$ cat src/rtl/memPerfPkg.sv
package memPerfPkg;
  localparam int REG_AW = 16;

  localparam logic [REG_AW-1:0] MODE_OFS   = 16'h8020;
  localparam logic [REG_AW-1:0] START_OFS  = 16'h8028;
  localparam logic [REG_AW-1:0] END_OFS    = 16'h8030;
  localparam logic [REG_AW-1:0] ENDST_OFS  = 16'h8038;
  localparam logic [REG_AW-1:0] CFG_BASE   = 16'h8040;
  localparam logic [REG_AW-1:0] VAL_BASE   = 16'h8080;
  localparam logic [REG_AW-1:0] FREN_OFS   = 16'h80C0;
  localparam logic [REG_AW-1:0] FRCTL_OFS  = 16'h80C8;
  localparam logic [REG_AW-1:0] FRWR_OFS   = 16'h80D0;
  localparam logic [REG_AW-1:0] FRRD_OFS   = 16'h80D8;

  // Strobes from control to datapath
  typedef struct packed {
    logic clearBank;   // zero every programmable counter
    logic bankActive;  // programmable bank counting
    logic frWrEn;
    logic frRdEn;
    logic frWrClr;
    logic frRdClr;
  } ctlStrobes_t;
endpackage

$ cat src/rtl/memPerfCtrl.sv
module memPerfCtrl
  import memPerfPkg::*;
#(
  parameter int NUM_PROG = 8,
  parameter int EVT_W    = 56,
  parameter int CNT_W    = 48
) (
  input  logic                               clk,
  input  logic                               rstN,
  input  logic                               wrEn,
  input  logic                               rdEn,
  input  logic [REG_AW-1:0]                  regAddr,
  input  logic [63:0]                        wrData,
  input  logic [NUM_PROG-1:0][CNT_W:0]       progVal,
  input  logic [CNT_W:0]                     frWrVal,
  input  logic [CNT_W:0]                     frRdVal,
  output logic [NUM_PROG-1:0][EVT_W-1:0]     cfgMap,
  output logic [NUM_PROG-1:0]                cfgEn,
  output ctlStrobes_t                        strobes,
  output logic [63:0]                        rdData,
  output logic                               rdValid
);
  localparam int IDX_W = (NUM_PROG > 1) ? $clog2(NUM_PROG) : 1;
  localparam logic [REG_AW-1:0] CFG_END = CFG_BASE + REG_AW'(8 * NUM_PROG);
  localparam logic [REG_AW-1:0] VAL_END = VAL_BASE + REG_AW'(8 * NUM_PROG);

  logic modeManual, bankActive, endDone, frEnWr, frEnRd;
  logic aligned, isCfg, isVal;
  logic [REG_AW-1:0] cfgOfs, valOfs;
  logic [IDX_W-1:0] cfgIdx, valIdx;
  logic startHit, endHit, clearBank;
  logic [63:0] rdNext;

  assign aligned = (regAddr[2:0] == 3'b000);
  assign isCfg   = aligned && (regAddr >= CFG_BASE) && (regAddr < CFG_END);
  assign isVal   = aligned && (regAddr >= VAL_BASE) && (regAddr < VAL_END);
  assign cfgOfs  = regAddr - CFG_BASE;
  assign valOfs  = regAddr - VAL_BASE;
  assign cfgIdx  = cfgOfs[IDX_W+2:3];
  assign valIdx  = valOfs[IDX_W+2:3];

  assign startHit  = wrEn && (regAddr == START_OFS) && wrData[0] && modeManual;
  assign endHit    = wrEn && (regAddr == END_OFS) && wrData[0];
  assign clearBank = startHit && !bankActive;

  // Global mode, run state and end status
  always_ff @(posedge clk or negedge rstN) begin
    if (!rstN) begin
      modeManual <= 1'b0;
      bankActive <= 1'b0;
      endDone    <= 1'b0;
      frEnWr     <= 1'b0;
      frEnRd     <= 1'b0;
    end else begin
      if (wrEn && regAddr == MODE_OFS) modeManual <= wrData[0];
      if (wrEn && regAddr == FREN_OFS) begin
        frEnWr <= wrData[0];
        frEnRd <= wrData[1];
      end
      if (startHit) begin
        bankActive <= 1'b1;
        endDone    <= 1'b0;
      end else if (endHit) begin
        bankActive <= 1'b0;
        endDone    <= 1'b1;
      end
    end
  end

  // Configuration words
  always_ff @(posedge clk or negedge rstN) begin
    if (!rstN) begin
      cfgMap <= '0;
      cfgEn  <= '0;
    end else if (wrEn && isCfg) begin
      for (int i = 0; i < NUM_PROG; i++) begin
        if (cfgIdx == IDX_W'(i)) begin
          cfgMap[i] <= wrData[EVT_W-1:0];
          cfgEn[i]  <= wrData[63];
        end
      end
    end
  end

  always_comb begin
    strobes.clearBank  = clearBank;
    strobes.bankActive = bankActive;
    strobes.frWrEn     = frEnWr;
    strobes.frRdEn     = frEnRd;
    strobes.frWrClr    = wrEn && (regAddr == FRCTL_OFS) && wrData[0];
    strobes.frRdClr    = wrEn && (regAddr == FRCTL_OFS) && wrData[1];
  end

  // Read decode
  always_comb begin
    rdNext = '0;
    if (isCfg) begin
      rdNext[EVT_W-1:0] = cfgMap[cfgIdx];
      rdNext[63]        = cfgEn[cfgIdx];
    end else if (isVal) begin
      rdNext = 64'(progVal[valIdx]);
    end else begin
      case (regAddr)
        MODE_OFS:  rdNext[0]   = modeManual;
        START_OFS: rdNext[1]   = bankActive;
        ENDST_OFS: rdNext[0]   = endDone;
        FREN_OFS:  rdNext[1:0] = {frEnRd, frEnWr};
        FRWR_OFS:  rdNext      = 64'(frWrVal);
        FRRD_OFS:  rdNext      = 64'(frRdVal);
        default:   rdNext      = '0;
      endcase
    end
  end

  always_ff @(posedge clk or negedge rstN) begin
    if (!rstN) begin
      rdData  <= '0;
      rdValid <= 1'b0;
    end else begin
      rdValid <= rdEn;
      if (rdEn) rdData <= rdNext;
    end
  end
endmodule

$ cat src/rtl/memPerfFreeCnt.sv
module memPerfFreeCnt #(
  parameter int CNT_W = 48
) (
  input  logic           clk,
  input  logic           rstN,
  input  logic           cntEn,
  input  logic           cntClr,
  input  logic           pulse,
  output logic [CNT_W:0] cntVal
);
  logic [CNT_W-1:0] count;
  logic             wrapped;
  logic [CNT_W:0]   sum;

  assign sum = {1'b0, count} + 1'b1;

  always_ff @(posedge clk or negedge rstN) begin
    if (!rstN) begin
      count   <= '0;
      wrapped <= 1'b0;
    end else if (cntClr) begin
      count   <= '0;
      wrapped <= 1'b0;
    end else if (cntEn && pulse) begin
      count   <= sum[CNT_W-1:0];
      wrapped <= wrapped | sum[CNT_W];
    end
  end

  assign cntVal = {wrapped, count};
endmodule

$ cat src/rtl/memPerfDatapath.sv
module memPerfDatapath
  import memPerfPkg::*;
#(
  parameter int NUM_PROG = 8,
  parameter int EVT_W    = 56,
  parameter int CNT_W    = 48
) (
  input  logic                           clk,
  input  logic                           rstN,
  input  ctlStrobes_t                    strobes,
  input  logic [NUM_PROG-1:0][EVT_W-1:0] cfgMap,
  input  logic [NUM_PROG-1:0]            cfgEn,
  input  logic [EVT_W-1:0]               evtIn,
  input  logic                           ddrRdPulse,
  input  logic                           ddrWrPulse,
  output logic [NUM_PROG-1:0][CNT_W:0]   progVal,
  output logic [CNT_W:0]                 frWrVal,
  output logic [CNT_W:0]                 frRdVal
);
  localparam logic [CNT_W-1:0] NEAR_MAX = {{(CNT_W-1){1'b1}}, 1'b0};

  for (genvar i = 0; i < NUM_PROG; i++) begin : g_prog
    logic             hit;
    logic             sat;
    logic [CNT_W-1:0] cnt;

    assign hit = cfgEn[i] && (|(cfgMap[i] & evtIn));

    always_ff @(posedge clk or negedge rstN) begin
      if (!rstN) begin
        cnt <= '0;
        sat <= 1'b0;
      end else if (strobes.clearBank) begin
        cnt <= '0;
        sat <= 1'b0;
      end else if (strobes.bankActive && hit && !sat) begin
        cnt <= cnt + 1'b1;
        if (cnt == NEAR_MAX) sat <= 1'b1;
      end
    end

    assign progVal[i] = {sat, cnt};
  end

  memPerfFreeCnt #(.CNT_W(CNT_W)) i_frWr (
    .clk    (clk),
    .rstN   (rstN),
    .cntEn  (strobes.frWrEn),
    .cntClr (strobes.frWrClr),
    .pulse  (ddrWrPulse),
    .cntVal (frWrVal)
  );

  memPerfFreeCnt #(.CNT_W(CNT_W)) i_frRd (
    .clk    (clk),
    .rstN   (rstN),
    .cntEn  (strobes.frRdEn),
    .cntClr (strobes.frRdClr),
    .pulse  (ddrRdPulse),
    .cntVal (frRdVal)
  );
endmodule

$ cat src/rtl/memPerfMon.sv
module memPerfMon
  import memPerfPkg::*;
#(
  parameter int NUM_PROG = 8,
  parameter int EVT_W    = 56,
  parameter int CNT_W    = 48
) (
  input  logic              clk,
  input  logic              rstN,
  input  logic              wrEn,
  input  logic              rdEn,
  input  logic [15:0]       regAddr,
  input  logic [63:0]       wrData,
  output logic [63:0]       rdData,
  output logic              rdValid,
  input  logic [EVT_W-1:0]  evtIn,
  input  logic              ddrRdPulse,
  input  logic              ddrWrPulse
);
  ctlStrobes_t                    strobes;
  logic [NUM_PROG-1:0][EVT_W-1:0] cfgMap;
  logic [NUM_PROG-1:0]            cfgEn;
  logic [NUM_PROG-1:0][CNT_W:0]   progVal;
  logic [CNT_W:0]                 frWrVal;
  logic [CNT_W:0]                 frRdVal;

  memPerfCtrl #(.NUM_PROG(NUM_PROG), .EVT_W(EVT_W), .CNT_W(CNT_W)) i_ctrl (
    .clk     (clk),
    .rstN    (rstN),
    .wrEn    (wrEn),
    .rdEn    (rdEn),
    .regAddr (regAddr),
    .wrData  (wrData),
    .progVal (progVal),
    .frWrVal (frWrVal),
    .frRdVal (frRdVal),
    .cfgMap  (cfgMap),
    .cfgEn   (cfgEn),
    .strobes (strobes),
    .rdData  (rdData),
    .rdValid (rdValid)
  );

  memPerfDatapath #(.NUM_PROG(NUM_PROG), .EVT_W(EVT_W), .CNT_W(CNT_W)) i_dp (
    .clk        (clk),
    .rstN       (rstN),
    .strobes    (strobes),
    .cfgMap     (cfgMap),
    .cfgEn      (cfgEn),
    .evtIn      (evtIn),
    .ddrRdPulse (ddrRdPulse),
    .ddrWrPulse (ddrWrPulse),
    .progVal    (progVal),
    .frWrVal    (frWrVal),
    .frRdVal    (frRdVal)
  );
endmodule

$ cat config.mk
export PLATFORM = sky130hd
export DESIGN_NAME = memPerfMon
export DESIGN_NICKNAME = d
export VERILOG_FILES = /design/src/rtl/memPerfPkg.sv /design/src/rtl/memPerfCtrl.sv /design/src/rtl/memPerfFreeCnt.sv /design/src/rtl/memPerfDatapath.sv /design/src/rtl/memPerfMon.sv
export SDC_FILE = /design/constraint.sdc
export NUM_CORES = 2
export LEC_CHECK = 0
export CORE_UTILIZATION = 45
export DETAILED_ROUTE_END_ITERATION = 8
export PLACE_DENSITY = 0.67
export REMOVE_ABC_BUFFERS = 1
export SLEW_MARGIN = 20
export SYNTH_ARGS = -nofsm -noshare
export SYNTH_HDL_FRONTEND = slang
export SYNTH_SLANG_ARGS = --single-unit
export TNS_END_PERCENT = 20
$ cat constraint.sdc
create_clock -name clk -period 2.7 [get_ports clk]
set_clock_uncertainty 0.2 [all_clocks]
set_input_delay 0.54 -clock clk [delete_from_list [all_inputs] [get_ports clk]]
set_output_delay 0.54 -clock clk [all_outputs]
set_load 0.05 [all_outputs]
# == After elaboration in Yosys (flattened, before gate mapping) ==
# Cells that the tools add are included.
# word_totals
ff_bits,1016
wordCells,255
# op_classes
add_sub_neg,12
n_lt_le_gt_ge,6
eq_ne,23
mux,65
bitwise_logic,10
n_reduce_logical,96
# ops
op,n
2-to-1 mux 48 bit,20
AND 56 bit,8
OR reduction 56 bit,8
"adder 48 x 1 -> 48 bit, second input constant",8
"equality test 48 bit, second input constant",8
binary-select mux 56 bit (select 3 bit),1
binary-select mux 49 bit (select 3 bit),1
"equality test 16 bit, second input constant",8
2-to-1 mux 56 bit,2
"adder 48 x 1 -> 49 bit, second input constant",2
2-to-1 mux 49 bit,2
one-hot mux 47 bit (2 select lines),1
logical AND 1 bit,42
nonzero test 2 bit,19
2-to-1 mux 1 bit,34
"greater-or-equal comparator 16 bit, second input constant",2
"less-than comparator 16 bit, second input constant",2
AND reduction 2 bit,16
"equality test 3 bit, second input constant",4
"subtractor 6 x 1 -> 6 bit, second input constant",2
zero test 1 bit,9
"less-than comparator 3 x 4 -> 1 bit, second input constant",2
2-to-1 mux 7 bit,1
"equality test 3 x 2 -> 1 bit, second input constant",2
6 further kinds,8

# == Longest topological paths before layout ==
# logic_depth
depth_word,7
ltp_mapped,11
depth_no_buf,8

# == Hierarchy ==
# From an unflattened synthesis, not the netlist that was laid out.
# unflattened
hier_cells,5177
hier_area_um2,57357.5
# modules_own_cells
mod,instances,cells_per_inst,area_per_inst_um2,seq_area_each_um2
memPerfCtrl,1,1767,27226.1,12987.5
memPerfDatapath,1,2868,24981.5,9809.4
memPerfFreeCnt (i_dp.i_frRd),1,281,2621.3,1226.2
memPerfFreeCnt (i_dp.i_frWr),1,261,2528.7,1226.2

# == Least setup slack after synthesis ==
# OpenSTA, ideal clock, no wires.
# synth_path
path_kind,input-to-reg
startpoint,input port regAddr[1]
endpoint,register i_ctrl.cfgMap[100] (netlist bit)
setup_time_ps,125
arrival_ps,2534
t_required_ps,2375
path_slack_ps,-159
path_stages,8
path_cell_list,nor4_1 -> nand3_1 -> nor3b_2 -> nand3_1 -> nor3_1 -> buf_2 -> buf_2 -> mux2_2
# synth_via
elab_chain_len,5
# synth_lines
item,line_no,rtl
"start, declared",memPerfMon.sv:12,"input logic [15:0] regAddr,"
greater-or-equal comparator 16 bit or zero test 3 bit (tied branches),"memPerfCtrl.sv:35, memPerfCtrl.sv:34",
logical AND 1 bit (2 in series),memPerfCtrl.sv:35,assign isCfg = aligned && (regAddr >= CFG_BASE) && (regAddr < CFG_END);
logical AND 1 bit,memPerfCtrl.sv:75,end else if (wrEn && isCfg) begin
AND reduction 2 bit (no source line) *,-,
"end signal, assigned by index",memPerfCtrl.sv:78,cfgMap[i] <= wrData[EVT_W-1:0];
"end, declared",memPerfCtrl.sv:17,"output logic [NUM_PROG-1:0][EVT_W-1:0] cfgMap,"
# Every way passes the cells marked *; elsewhere a longest branch is shown, timed or not.
# A chain may end at the register's enable or synchronous reset.

# == Worst setup path in the final report ==
# layout_path
startpoint,register i_ctrl.cfgMap[282] (netlist bit)
endpoint,register i_dp.g_prog[5].cnt[37]
# layout_via
elab_chain_len,6
# layout_lines
item,line_no,rtl
AND 56 bit,memPerfDatapath.sv:27,assign hit = cfgEn[i] && (|(cfgMap[i] & evtIn));
OR reduction 56 bit,memPerfDatapath.sv:27,
logical AND 1 bit,memPerfDatapath.sv:27,
logical AND 1 bit (2 in series),memPerfDatapath.sv:36,end else if (strobes.bankActive && hit && !sat) begin
nonzero test 2 bit (no source line),-,
"end signal, assigned",memPerfDatapath.sv:37,cnt <= cnt + 1'b1;
"end, declared",memPerfDatapath.sv:25,logic [CNT_W-1:0] cnt;
# No other way between the ends.

==> results.cfg <==
[detailed_routing]
antenna_left = 0
wl_um = 215000
drt_first_pass_iters = 6
wl_per_cell_um = 29.1
viasPerCell = 6.50
drc = 0
initialDrtViolationCount = 6261
vias = 47942

[synthesis]
synth_edf_count = 0
async_flop_share_pct = 100
syn-instance-count = 4863
yosys_warnings = 0
syn_area_per_cell_um2 = 11.1
ys_ff_latch = 1009
synth.distinct_cells = 70
mappedNetlistArea_um2 = 53900
synthFlopType = dfrtp_1
ys_seq_area_share_pct = 46.8

[sta]
hold_violations = 0
fin_ws_ps = -367
fin_crit_sh_pct = 114
final-setup-viol-count = 135
worst-slew-pin-transition_ps = 655
relSlewSlack_pct = 56.2
rsz0062_at_grt = true
max_freq_mhz = 326
slew_viol_final = 0
fin_crit_ps = 3070

[power_and_ir_drop]
p_leak_nw = 30.5
ir_drop_uv = 503
total_power_mw = 34.0
power_density_nw_per_um2 = 489

[global_route]
antenna_found_initial = 12
grt_usage_pct = 35.0
grt_pass1_wl_um = 312000
grt_start_max_net_pins = 94
first_global_vias = 45741
grt-ovfl-total = 0

[worst_setup_path]
startpoint = i_ctrl.cfgMap[282]$_DFFE_PN0P_
crit_path_end_kind = register
critical_path_class = register to register
cp-start-kind = register
required_ps = 3100
timing.rr.start = i_ctrl.cfgMap[282]$_DFFE_PN0P_
worstPathArrival_ps = 3470
cp_max_fo = 11
r2r_slack_ps = -370
cp-endpoint = i_dp.g_prog[5].cnt[37]$_DFFE_PN0P_
reg2reg_to = i_dp.g_prog[5].cnt[37]$_DFFE_PN0P_
reg2reg_depth = 11

[place]
numPortBuffers = 192
place_congestion = 1.09
hpwlAfterDp_um = 161000
placed_area_um2 = 63800
dp_slack_ps = -1280

[clock_tree]
cts-buffers-inserted = 112
clk_pin_slew_ps = 60
clock_latency_ps = 740
root_buffer = clkbuf_16
clock_path_buffers = 3
htreeDepth = 3
clkSinkCount = 1009
cts_tree = done

[hold_path]
hp-class = input pin to register

[floorplanning]
die_height_um = 348
core.rowCount = 126
die_area_um2 = 121000
start_util_pct = 45.5
die_x_um = 348
fp.coreArea_um2 = 118000
ios = 207

[flow_run]
drv_cap = 0

[outcome]
status = finished with violations
violations = setup timing

[final_layout]
drive_gt1_share_pct = 33.4
syn_to_final_growth_pct = 28.8
finish.instance_area_um2 = 69400
fin_util_pct = 58.6
nets = 5837
==> timing repair <==
action                                  in CTS  in global routing
resized for setup                           83                214
cloned                                       5                 13
hold buffers                                 1                  0
endpoints found under the setup margin     248                440
buffers inserted                             6                 25
pin swaps                                   52                104
hold endpoints to repair                   477                  0
==> metrics by stage <==
| stage | hold slack (ps) | setup TNS (ps) | cells |
|---|---|---|---|
| 3_5_place_dp | 217 | -693130 | 7119 |
| 2_1_floorplan | 44.4 | -3021750 | 4530 |
| 4_1_cts | 10.7 | -12730 | 7338 |
| 6_report | 42.9 | -21910 | 7376 |
| 5_1_grt | 29.7 | -27940 | 7371 |
| 3_3_place_gp | 214 | -677780 | 7119 |
==> cells by family after synthesis <==
kind of cell | synth area share [%]
AND/OR/NAND/NOR | 15.0
flip-flops | 46.8
AO/OA/AOI/OAI | 10.9
multiplexers | 20.7
buffers and inverters | 3.20
XOR/XNOR | 3.05
adder cells (fa/ha/maj) | 0.418
other | 0.00696
==> cells in the final DEF, fill, tap and decap left out, types with 16 or more instances in the layout <==
master / n
clkinv_2: 26
a22oi_1: 163
clkbuf_16: 119
nor2_1: 315
ha_1: 18
inv_1: 88
mux2i_1: 116
clkdlybuf4s50_1: 159
o21ai_1: 16
mux4_2: 211
and3_1: 70
o22ai_1: 54
a22o_1: 16
o21ai_2: 25
bufinv_16: 17
nor4_1: 26
buf_6: 28
buf_4: 693
a21oi_2: 20
dfrtp_1: 1001
nand4_1: 182
dlymetal6s2s_1: 18
a21oi_1: 255
o31ai_1: 81
and4_1: 31
xor2_1: 113
o21ai_0: 134
nand3_1: 192
nand2_1: 244
nor3_1: 54
xnor2_1: 74
a221oi_1: 56
buf_12: 105
or3_1: 141
or4_1: 80
mux2_2: 461
clkbuf_8: 22
a22oi_2: 29
and2_1: 18
o211ai_1: 28
==> final cells by class <==
cell class,count,area [um2]
Timing Repair Buffer,1030,9870
Fill cell,9574,49000
Tap cell,1600,2000
Sequential cell,1009,25300
Multi-Input combinational cell,3436,27900
Antenna cell,5,12.5
Clock inverter,60,845
Clock buffer,148,3160
Inverter,88,330
==> critical path: stages (launching register included) <==
cell	delay, ps
dfrtp_1	420
a22oi_1	360
buf_4	180
nand4_1	150
or3_4	370
or4_4	520
buf_12	190
nand4_1	130
buf_12	150
clkbuf_16	150
or4_1	100
a21oi_1	60
==> worst min-delay path by stage <==
stage / cells past startpoint / to / slack [ps] / from
global placement: 1 / i_ctrl.cfgMap[60]$_DFFE_PN0P_ / 210 / rstN
floorplan: 0 / i_ctrl.bankActive$_DFFE_PN0P_ / 40 / rstN
global route: 2 / i_ctrl.rdData[55]$_DFFE_PN0P_ / 30 / rdEn
detailed placement: 1 / i_ctrl.cfgMap[60]$_DFFE_PN0P_ / 220 / rstN
finish: 2 / i_ctrl.rdData[55]$_DFFE_PN0P_ / 40 / rdEn
CTS: 2 / i_ctrl.rdData[55]$_DFFE_PN0P_ / 10 / rdEn
==> power by group <==
group	internal (mW)	switching (mW)	total, mW	leakage [nW]
Clock	9.88	6.78	16.7	1.96
Combinational	0.773	1.31	2.09	14.6
Sequential	15.2	0.0332	15.2	14.0
==> layer usage <==
layer  GRT usage [%]  share of wire (%)  vias up
li1                -                  -    20145
met5               0              0.078        -
met3            9.77                 12      583
met2            50.4                 43     2843
met1            48.4                 40    24347
met4            17.1                5.9       24
==> cell usage after synthesis, types with 60 or more instances <==
cell type | n | area share (%)
nand2_1 | 251 | 1.7
mux2_2 | 461 | 9.6
nor3_1 | 63 | 0.58
dfrtp_1 | 1009 | 47
a21oi_1 | 275 | 2.6
mux2i_1 | 117 | 2.2
nor2_1 | 324 | 2.3
clkbuf_1 | 223 | 1.6
o21ai_0 | 172 | 1.6
o31ai_1 | 90 | 1.3
nand4_1 | 182 | 2.1
buf_2 | 60 | 0.56
or3_1 | 158 | 1.8
xor2_1 | 113 | 1.8
and3_1 | 72 | 0.84
a221oi_1 | 63 | 1.0
xnor2_1 | 75 | 1.2
mux4_2 | 211 | 8.8
nand3_1 | 202 | 1.9
a22oi_1 | 192 | 2.7
inv_1 | 88 | 0.61
or4_1 | 93 | 1.3
==> state kept, by name, summed over array words and instances (netlist names) <==
name,count
i_ctrl.cfgMap,448
i_dp.g_prog.cnt,384
i_ctrl.rdData,57
i_dp.i_frRd.count,48
i_dp.i_frWr.count,48
i_ctrl.cfgEn,8
i_dp.g_prog.sat,8
i_ctrl.bankActive,1
i_ctrl.endDone,1
i_ctrl.frEnRd,1
i_ctrl.frEnWr,1
i_ctrl.modeManual,1
i_ctrl.rdValid,1
i_dp.i_frRd.wrapped,1
i_dp.i_frWr.wrapped,1
Power figures use the tool's default switching activity.
